[src/rtl/wd_pkg.sv]
package wd_pkg;
  typedef enum logic [1:0] {
    SEL_TMO  = 2'd0,
    SEL_STAT = 2'd1,
    SEL_KEY  = 2'd2,
    SEL_NONE = 2'd3
  } wd_sel_e;

  // true when the service byte matches the magic key
  function automatic logic key_hit(input logic [7:0] top_byte, input logic [7:0] key);
    return top_byte == key;
  endfunction

  // one count step toward zero
  function automatic logic [31:0] count_step(input logic [31:0] c);
    return c - 32'd1;
  endfunction
endpackage

[src/rtl/wd_regs.sv]
module wd_regs #(
  parameter int          DW      = 32,
  parameter logic [7:0]  KEY     = 8'h5A,
  parameter logic [DW-1:0] TMO_RST = {1'b1, {(DW-1){1'b0}}}
) (
  input  logic          clk,
  input  logic          rst_n,
  input  logic          wr_en,
  input  logic [1:0]    reg_sel,
  input  logic [DW-1:0] wr_data,
  input  logic          expire_evt,
  output logic [DW-1:0] tmo_q,
  output logic          reload,
  output logic [DW-1:0] load_val,
  output logic          flag_q,
  output logic [DW-1:0] rd_data
);
  import wd_pkg::*;

  localparam int KW = 8;

  logic tmo_wr, key_wr, stat_clr;
  assign tmo_wr   = wr_en && (reg_sel == SEL_TMO);
  assign key_wr   = wr_en && (reg_sel == SEL_KEY) && key_hit(wr_data[DW-1 -: KW], KEY);
  assign stat_clr = wr_en && (reg_sel == SEL_STAT) && !wr_data[0];

  assign reload   = tmo_wr || key_wr;
  assign load_val = tmo_wr ? wr_data : tmo_q;

  always_ff @(posedge clk) begin
    if (!rst_n) begin
      tmo_q  <= TMO_RST;
      flag_q <= 1'b0;
    end else begin
      if (tmo_wr) tmo_q <= wr_data;
      if (expire_evt)    flag_q <= 1'b1;
      else if (stat_clr) flag_q <= 1'b0;
    end
  end

  always_comb begin
    unique case (reg_sel)
      SEL_TMO:  rd_data = tmo_q;
      SEL_STAT: rd_data = {{(DW-1){1'b0}}, flag_q};
      default:  rd_data = '0;
    endcase
  end


  clear_takes_chk: assert property (@(posedge clk) disable iff (!rst_n)
    (stat_clr && !expire_evt) |=> !flag_q);

  set_wins_chk: assert property (@(posedge clk) disable iff (!rst_n)
    expire_evt |=> flag_q);

  tmo_hold_chk: assert property (@(posedge clk) disable iff (!rst_n)
    !tmo_wr |=> $stable(tmo_q));
endmodule

[src/rtl/wd_countdown.sv]
module wd_countdown #(
  parameter int            DW      = 32,
  parameter logic [DW-1:0] CNT_RST = {1'b1, {(DW-1){1'b0}}}
) (
  input  logic          clk,
  input  logic          rst_n,
  input  logic          tick_i,
  input  logic          disable_i,
  input  logic          reload_i,
  input  logic [DW-1:0] load_val_i,
  output logic          expire_evt,
  output logic          bite_q
);
  import wd_pkg::*;

  logic [DW-1:0] cnt_q;
  logic          halted_q;
  logic          armed;
  logic          step_evt;

  assign armed      = !disable_i && !halted_q;
  assign expire_evt = tick_i && armed && (cnt_q == '0) && !reload_i;
  assign step_evt   = tick_i && armed && (cnt_q != '0) && !reload_i;

  always_ff @(posedge clk) begin
    if (!rst_n) begin
      cnt_q    <= CNT_RST;
      halted_q <= 1'b0;
      bite_q   <= 1'b0;
    end else begin
      bite_q <= expire_evt;
      if (reload_i) begin
        cnt_q    <= load_val_i;
        halted_q <= 1'b0;
      end else if (expire_evt) begin
        halted_q <= 1'b1;
      end else if (step_evt) begin
        cnt_q <= count_step(cnt_q);
      end
    end
  end


  one_cycle_chk: assert property (@(posedge clk) disable iff (!rst_n)
    bite_q |=> !bite_q);

  reload_chk: assert property (@(posedge clk) disable iff (!rst_n)
    reload_i |=> (cnt_q == $past(load_val_i)) && !halted_q);

  step_chk: assert property (@(posedge clk) disable iff (!rst_n)
    step_evt |=> cnt_q == $past(cnt_q) - 1);

  stop_chk: assert property (@(posedge clk) disable iff (!rst_n)
    (halted_q && !reload_i) |=> $stable(cnt_q) && halted_q);
endmodule

[src/rtl/cookie_watchdog.sv]
module cookie_watchdog #(
  parameter int            DW      = 32,
  parameter logic [7:0]    KEY     = 8'h5A,
  parameter logic [DW-1:0] TMO_RST = {1'b1, {(DW-1){1'b0}}}
) (
  input  logic          clk,
  input  logic          rst_n,
  input  logic          tick,
  input  logic          wr_en,
  input  logic [1:0]    reg_sel,
  input  logic [DW-1:0] wr_data,
  output logic [DW-1:0] rd_data,
  output logic          gpio_clear,
  output logic          expired
);
  logic [DW-1:0] tmo_q;
  logic [DW-1:0] load_val;
  logic          reload;
  logic          expire_evt;
  logic          wd_off;

  assign wd_off = tmo_q[DW-1];

  wd_regs #(.DW(DW), .KEY(KEY), .TMO_RST(TMO_RST)) u_regs (
    .clk        (clk),
    .rst_n      (rst_n),
    .wr_en      (wr_en),
    .reg_sel    (reg_sel),
    .wr_data    (wr_data),
    .expire_evt (expire_evt),
    .tmo_q      (tmo_q),
    .reload     (reload),
    .load_val   (load_val),
    .flag_q     (expired),
    .rd_data    (rd_data)
  );

  wd_countdown #(.DW(DW), .CNT_RST(TMO_RST)) u_cnt (
    .clk        (clk),
    .rst_n      (rst_n),
    .tick_i     (tick),
    .disable_i  (wd_off),
    .reload_i   (reload),
    .load_val_i (load_val),
    .expire_evt (expire_evt),
    .bite_q     (gpio_clear)
  );


  flag_with_pulse_chk: assert property (@(posedge clk) disable iff (!rst_n)
    gpio_clear |-> expired);

  off_no_bite_chk: assert property (@(posedge clk) disable iff (!rst_n)
    (wd_off && !reload) |=> !gpio_clear);
endmodule

[config.mk]
export PLATFORM = sky130hd
export DESIGN_NAME = cookie_watchdog
export DESIGN_NICKNAME = d
export VERILOG_FILES = /design/src/rtl/wd_pkg.sv /design/src/rtl/wd_regs.sv /design/src/rtl/wd_countdown.sv /design/src/rtl/cookie_watchdog.sv
export SDC_FILE = /design/constraint.sdc
export NUM_CORES = 1
export LEC_CHECK = 0
export BUFFER_PORTS_ARGS = -buffer_cell sky130_fd_sc_hd__clkbuf_2
export CORE_ASPECT_RATIO = 0.7
export CORE_MARGIN = 2
export CORE_UTILIZATION = 25
export DETAILED_ROUTE_END_ITERATION = 6
export GPL_TIMING_DRIVEN = 0
export PLACE_DENSITY = 0.45
export SETUP_SLACK_MARGIN = 0.2
export SLEW_MARGIN = 20
export SYNTH_ARGS = -nofsm -noshare
export SYNTH_HDL_FRONTEND = slang
export SYNTH_SLANG_ARGS = --single-unit
[constraint.sdc]
create_clock -name clk -period 6 [get_ports clk]
set_input_delay 0.6 -clock clk [delete_from_list [all_inputs] [get_ports clk]]
set_output_delay 0.6 -clock clk [all_outputs]
set_load 0.005 [all_outputs]
==> results.sh, run 1 <==
export IMPL_status="finished, final reports clean"
export IMPL_antennaDiodeCount=0
export IMPL_synth_edf_count=0
export IMPL_netlist_top_cells_area="dfxtp_1 38%, nand2_1 8.2%, and2_1 5.7%"
export IMPL_core_um2=13900
export IMPL_reg2reg_depth=7
export IMPL_io_pins=72
export IMPL_rsz0062_at_grt="no"
export IMPL_synthXorXnorAreaFrac=0.0173
export IMPL_nNetsFinal=560
export IMPL_worstHoldStart="u_regs.tmo_q[13]"
export IMPL_fin_area_um2=4430
export IMPL_fin_crit_sh=0.458
export IMPL_synth_top_area_frac=0.379
export IMPL_vdd_ir_drop_max_v=0.000134
export IMPL_drt_total_wl_um=12600
export IMPL_max_freq_mhz=364
export IMPL_mostFrequentLayoutCells="77 x nand2_1, 71 x clkbuf_2, 67 x dfxtp_1"
export IMPL_ctsResizeCount=0
export IMPL_rrSetupSlack_ps=3250
export IMPL_area_growth_pct=25.2
export IMPL_netlist_area_um2=3540
export IMPL_grt_pass1_wl_um=19500
export IMPL_cts_tree="built"
export IMPL_max_cap_violations=0
export IMPL_start_util=0.255
export IMPL_drcViolationCount=0
export IMPL_final_common_cell="nand2_1"
export IMPL_cts_setup_buffers=0
export IMPL_die_height_um=104
export IMPL_crit_fanout=10
export IMPL_synth_top_cell_by_area="dfxtp_1"
export IMPL_synth_nets=477
export IMPL_first_pass_iters=5
export IMPL_viasPerCell=5.08
export IMPL_crit_buf_inv=2
export IMPL_synth_top_family_by_area="simple AND/OR/NAND/NOR gates"
export IMPL_grt_max_degree=11
export IMPL_drive_gt1_frac=0.200
export IMPL_cpLargestDelayFamily="simple AND/OR/NAND/NOR gates"
export IMPL_finalSetupTns_ps=0
export IMPL_antenna_found_initial=0
export IMPL_hold_depth=2
export IMPL_slew_viol_final=0
export IMPL_place_hpwl_um=9810
export IMPL_ys_warn_count=0
export IMPL_overflow=0
export IMPL_synth_compound_area_frac=0.174
export IMPL_grt_use_total=0.168
export IMPL_hp_class="flop to flop"
export IMPL_r2r_start="u_cnt.cnt_q[2]"
export IMPL_startpoint_type="flop"
export IMPL_max_stage_delay_ps=560
export IMPL_row_count=36
export IMPL_muxShareOfSynthArea=0.0424
export IMPL_synth_cell_types=58
export IMPL_root_buffer="clkbuf_16"
export IMPL_clock_latency_ps=330
export IMPL_ys_ff_latch=67
export IMPL_dp_cells=700
export IMPL_syn_area_per_cell_um2=8.08
export IMPL_synth_seq_area_share=0.379
export IMPL_gp_congestion=0.850
export IMPL_finClkSkew_ps=5.00
export IMPL_crit_required_ps=6220
export IMPL_crit_chain="nor4_2 -> nand3_1 -> o41ai_2 -> buf_2 -> buf_6 -> nand2_1 -> a32o_1"
export IMPL_antenna_left=0
export IMPL_clk_pin_slew_ps=60
export IMPL_synth_cells=438
export IMPL_wl_per_cell_um=17.6
export IMPL_slew_headroom=0.285
export IMPL_clock_sinks=67
export IMPL_crit_slowest_cell="nor4_2"
export IMPL_numCtsBuffers=9
export IMPL_setup_violations=0
export IMPL_port_buffers=71
export IMPL_ys_flop_type="dfxtp_1"
export IMPL_drtIter0Drc=247
export IMPL_vias=3632
export IMPL_clock_path_buffers=2
export IMPL_fin_crit_ps=2750
export IMPL_power_density_nw_per_um2=268
export IMPL_cp_end_kind="flop"
export IMPL_hold_buffers=0
export IMPL_async_flop_share=0
export IMPL_r2r_end="u_cnt.cnt_q[1]"
export IMPL_synthSimpleGateAreaFrac=0.345
export IMPL_hold_viol_final=0
export IMPL_placed_cell_area_um2=4150
export IMPL_tightest_slew_ps=1070
export IMPL_p_leak_uw=0.00178
export IMPL_grt_pass1_vias=3436
export IMPL_htreeDepth=3
export IMPL_final_cells=715
export IMPL_die_area_um2=15100
export IMPL_critical_path_class="flop to flop"
export IMPL_yosys_area_share_adder=0.00353
export IMPL_holdPathEnd="u_regs.tmo_q[13]"
export IMPL_postLayoutCoreUtil=0.320
export IMPL_die_w_um=146
export IMPL_crit_arrival_ps=2970
[kinds of logic after synthesis]
logic type               count (synthesis)
AND/OR/NAND/NOR                        228
AO/OA/AOI/OAI                           87
flip-flops                              67
buffers and inverters                   33
multiplexers                            15
XOR/XNOR                                 7
adder cells (fa/ha/maj)                  1
[per-stage QoR]
step	worst slack, ps	total power (µW)	hold slack (ps)
finish	3250	1190	477
global route	3000	1240	500
CTS	3290	1200	472
detailed placement	3040	694	462
global placement	2920	690	466
floorplan	3730	621	444
[per-layer routing]
metal | part of all wire | track usage | up-vias
li1 | - | - | 1761
met1 | 0.54 | 0.259 | 1766
met2 | 0.40 | 0.234 | 96
met3 | 0.048 | 0.0366 | 9
met4 | 0.0099 | 0.0451 | 0
met5 | 0 | 0 | -
[layout make-up]
class | count | area (µm²)
fill | 1538 | 9440
multi-input combinational | 338 | 2070
sequential | 67 | 1340
timing repair buffer | 72 | 363
clock buffer | 13 | 270
tap | 190 | 238
buffer | 28 | 118
inverter | 5 | 18.8
clock inverter | 2 | 10.0
[where the power goes]
group          switching (µW)  internal, µW
logic                     136          69.7
registers                16.8           464
clock network             191           310
total                     344           844
[flip-flops by register name, summed over array words and instances, names as in the netlist]
signal,count
u_cnt.bite_q,1
u_regs.tmo_q,32
u_regs.flag_q,1
u_cnt.halted_q,1
u_cnt.cnt_q,32
[Yosys cell counts (2+ instances only)]
master,number
xnor2_1,4
o211ai_1,5
nand4_1,7
buf_2,4
nor3b_1,2
xor2_1,3
nand2b_1,3
a211oi_1,2
nand4bb_1,2
nand3_2,2
or3_1,11
a22o_1,3
or3b_1,3
o311ai_1,4
nor4_2,4
nor4_1,5
o21ai_0,3
a21oi_1,20
nand3_1,14
a32oi_1,2
and2_1,32
a31oi_1,14
o31ai_1,8
nand2_1,77
o41ai_1,3
inv_1,4
nor3_1,10
a32o_1,2
or4_1,13
clkbuf_1,21
buf_1,2
o21ai_1,7
nor2_1,33
o211a_1,2
dfxtp_1,67
and3_1,4
mux2i_1,15
[worst max path at each step]
stage | start | end | cells after the start | slack (ps)
5_1_grt | u_cnt.cnt_q[2] | u_cnt.cnt_q[1] | 7 | 3000
2_1_floorplan | tick | u_cnt.cnt_q[10] | 6 | 3730
3_5_place_dp | tick | u_regs.flag_q | 6 | 3040
3_3_place_gp | wr_data[29] | u_cnt.cnt_q[18] | 7 | 2920
4_1_cts | u_cnt.cnt_q[2] | u_cnt.cnt_q[1] | 7 | 3290
6_report | u_cnt.cnt_q[2] | u_cnt.cnt_q[1] | 7 | 3250
[tightest hold or removal path, cell delays in order (launching register included)]
cell and delay, ps:
dfxtp_1 300, nand2_1 70, a21oi_1 60
No activity file was read; power rests on OpenSTA's default activity.
==> inputs of run 2 (changes only) <==
--- a/config.mk
+++ b/config.mk
@@ -11,7 +11,7 @@
 export CORE_UTILIZATION = 25
 export DETAILED_ROUTE_END_ITERATION = 6
 export GPL_TIMING_DRIVEN = 0
-export PLACE_DENSITY = 0.45
+export PLACE_DENSITY = 0.46
 export SETUP_SLACK_MARGIN = 0.2
 export SLEW_MARGIN = 20
 export SYNTH_ARGS = -nofsm -noshare
==> constraint.sdc (replaced) <==
create_clock -name clk -period 2.4 [get_ports clk]
set_input_delay 0.24 -clock clk [delete_from_list [all_inputs] [get_ports clk]]
set_output_delay 0.24 -clock clk [all_outputs]
set_load 0.005 [all_outputs]
==> results.sh, run 2 (synthesis results as in run 1) <==
export IMPL_nNetsFinal=577
export IMPL_antennaDiodeCount=0
export IMPL_viasPerCell=5.20
export IMPL_grt_pass1_vias=3597
export IMPL_drtIter0Drc=269
export IMPL_clock_sinks=67
export IMPL_overflow=0
export IMPL_slew_viol_final=0
export IMPL_grt_busiest_layer="met1"
export IMPL_antenna_found_initial=0
export IMPL_mostFrequentLayoutCells="77 x nand2_1, 71 x clkbuf_2, 66 x dfxtp_1"
export IMPL_die_height_um=104
export IMPL_p_leak_uw=0.00190
export IMPL_holdPathEnd="u_regs.tmo_q[2]"
export IMPL_power_uw=3110
export IMPL_grt_max_degree=12
export IMPL_grt_use_total=0.172
export IMPL_wl_per_cell_um=17.9
export IMPL_fin_area_um2=4770
export IMPL_clkPwrFrac=0.412
export IMPL_final_cells=733
export IMPL_start_util=0.255
export IMPL_max_freq_mhz=461
export IMPL_sw_frac_of_total=0.299
export IMPL_crit_arrival_ps=2380
export IMPL_fin_crit_sh=0.904
export IMPL_power_density_nw_per_um2=653
export IMPL_dp_cells=700
export IMPL_drt_total_wl_um=13100
export IMPL_cts_tree="built"
export IMPL_numCtsBuffers=9
export IMPL_fin_crit_ps=2170
export IMPL_gp_congestion=0.832
export IMPL_tightest_slew_ps=742
export IMPL_io_pins=72
export IMPL_grt_pass1_wl_um=20200
export IMPL_hp_class="input port to flop"
export IMPL_drive_gt1_frac=0.254
export IMPL_setup_violations=0
export IMPL_row_count=36
export IMPL_slew_headroom=0.505
export IMPL_crit_required_ps=2610
export IMPL_drcViolationCount=0
export IMPL_worstHoldStart="wr_data[2]"
export IMPL_share_comb_of_total_power=0.199
export IMPL_die_area_um2=15100
export IMPL_port_buffers=71
export IMPL_r2r_end="u_cnt.cnt_q[0]"
export IMPL_startpoint_type="flop"
export IMPL_grt_use_met1=0.265
export IMPL_max_cap_violations=0
export IMPL_clock_path_buffers=2
export IMPL_vias=3814
export IMPL_reg2reg_depth=6
export IMPL_area_growth_pct=34.6
export IMPL_r2r_start="u_cnt.cnt_q[19]"
export IMPL_hold_buffers=0
export IMPL_use_met3=0.0374
export IMPL_place_hpwl_um=9680
export IMPL_finClkSkew_ps=10.2
export IMPL_register_area_um2=1350
export IMPL_fill_cells=1525
export IMPL_power_frac_seq=0.389
export IMPL_root_buffer="clkbuf_16"
export IMPL_use_met2=0.243
export IMPL_status="finished, final reports clean"
export IMPL_die_w_um=146
export IMPL_hold_viol_final=0
export IMPL_htreeDepth=3
export IMPL_whs_ps=158
export IMPL_cp_end_kind="flop"
export IMPL_hold_depth=3
export IMPL_clock_latency_ps=330
export IMPL_final_common_cell="nand2_1"
export IMPL_antenna_left=0
export IMPL_multi_input_area_um2=2240
export IMPL_critical_path_class="flop to flop"
export IMPL_first_pass_iters=4
export IMPL_clk_pin_slew_ps=60
export IMPL_rrSetupSlack_ps=230
export IMPL_core_um2=13900
export IMPL_crit_fanout=10
export IMPL_internal_power_uw=2180
export IMPL_vdd_ir_drop_max_v=0.000348
export IMPL_reg_top3="u_cnt.cnt_q x32, u_regs.tmo_q x32"
export IMPL_p_switching_uw=932
export IMPL_rsz0062_at_grt="yes"
export IMPL_placed_cell_area_um2=4150
run 2: cell count changes in the layout (fill, tap and decap cells not counted), moves of 3 or more:
cell,change
buf_2,-3
buf_4,+16
nor3_1,-3
nor4_1,-3
nor4_4,+5
run 2: worst max-delay path, stage by stage, from the launching register on:
cell and delay (ps):
dfxtp_1 380, or4_4 560, buf_6 170, o41a_1 410, clkbuf_4 190, xnor2_1 130, a22o_1 200
run 2: worst max path at each step:
stage | start | to | slack, ps | cells past startpoint
floorplan | u_cnt.cnt_q[19] | u_cnt.cnt_q[1] | 310 | 7
finish | u_cnt.cnt_q[19] | u_cnt.cnt_q[0] | 230 | 6
detailed placement | u_cnt.cnt_q[2] | u_cnt.cnt_q[1] | -380 | 7
global route | u_cnt.cnt_q[19] | u_cnt.cnt_q[15] | 160 | 6
CTS | u_cnt.cnt_q[3] | u_cnt.cnt_q[24] | 150 | 6
global placement | wr_data[29] | u_cnt.cnt_q[6] | -370 | 7
run 2: layer usage:
layer / wire [µm] / vias up
met2: 5350 / 122
met3: 819 / 6
li1: - / 1807
met4: 62 / 0
met5: 0 / -
met1: 6870 / 1879
run 2: final cells by class:
cell class                      instances  area share
Multi-Input combinational cell        339       0.470
Buffer                                 28      0.0302
Clock buffer                           13      0.0567
Timing Repair Buffer                   88       0.102
Sequential cell                        67       0.282
Tap cell                              190      0.0499
Inverter                                5     0.00394
Clock inverter                          3     0.00446
run 2: power groups by stage:
stage                     Clock, µW  Sequential, µW  Combinational (µW)
after floorplan                   0            1210                 338
after global placement            0            1220                 501
after detailed placement          0            1220                 510
after CTS                      1300            1210                 564
after global routing           1370            1220                 664
final                          1280            1210                 620
run 2: repair_timing:
item,4_1_cts,5_1_grt
buffers inserted,7,9
gates cloned,1,0
gates resized for setup,18,22
pin swaps,5,11
setup endpoints to repair,31,29
run 2: stage by stage:
step / setup WS, ps / TNS, ps / util
2_1_floorplan: 305 / 0 / -
5_1_grt: 164 / 0 / 0.344
4_1_cts: 154 / 0 / 0.333
6_report: 231 / 0 / 0.344
3_3_place_gp: -371 / -8820 / 0.298
3_5_place_dp: -380 / -4330 / 0.299
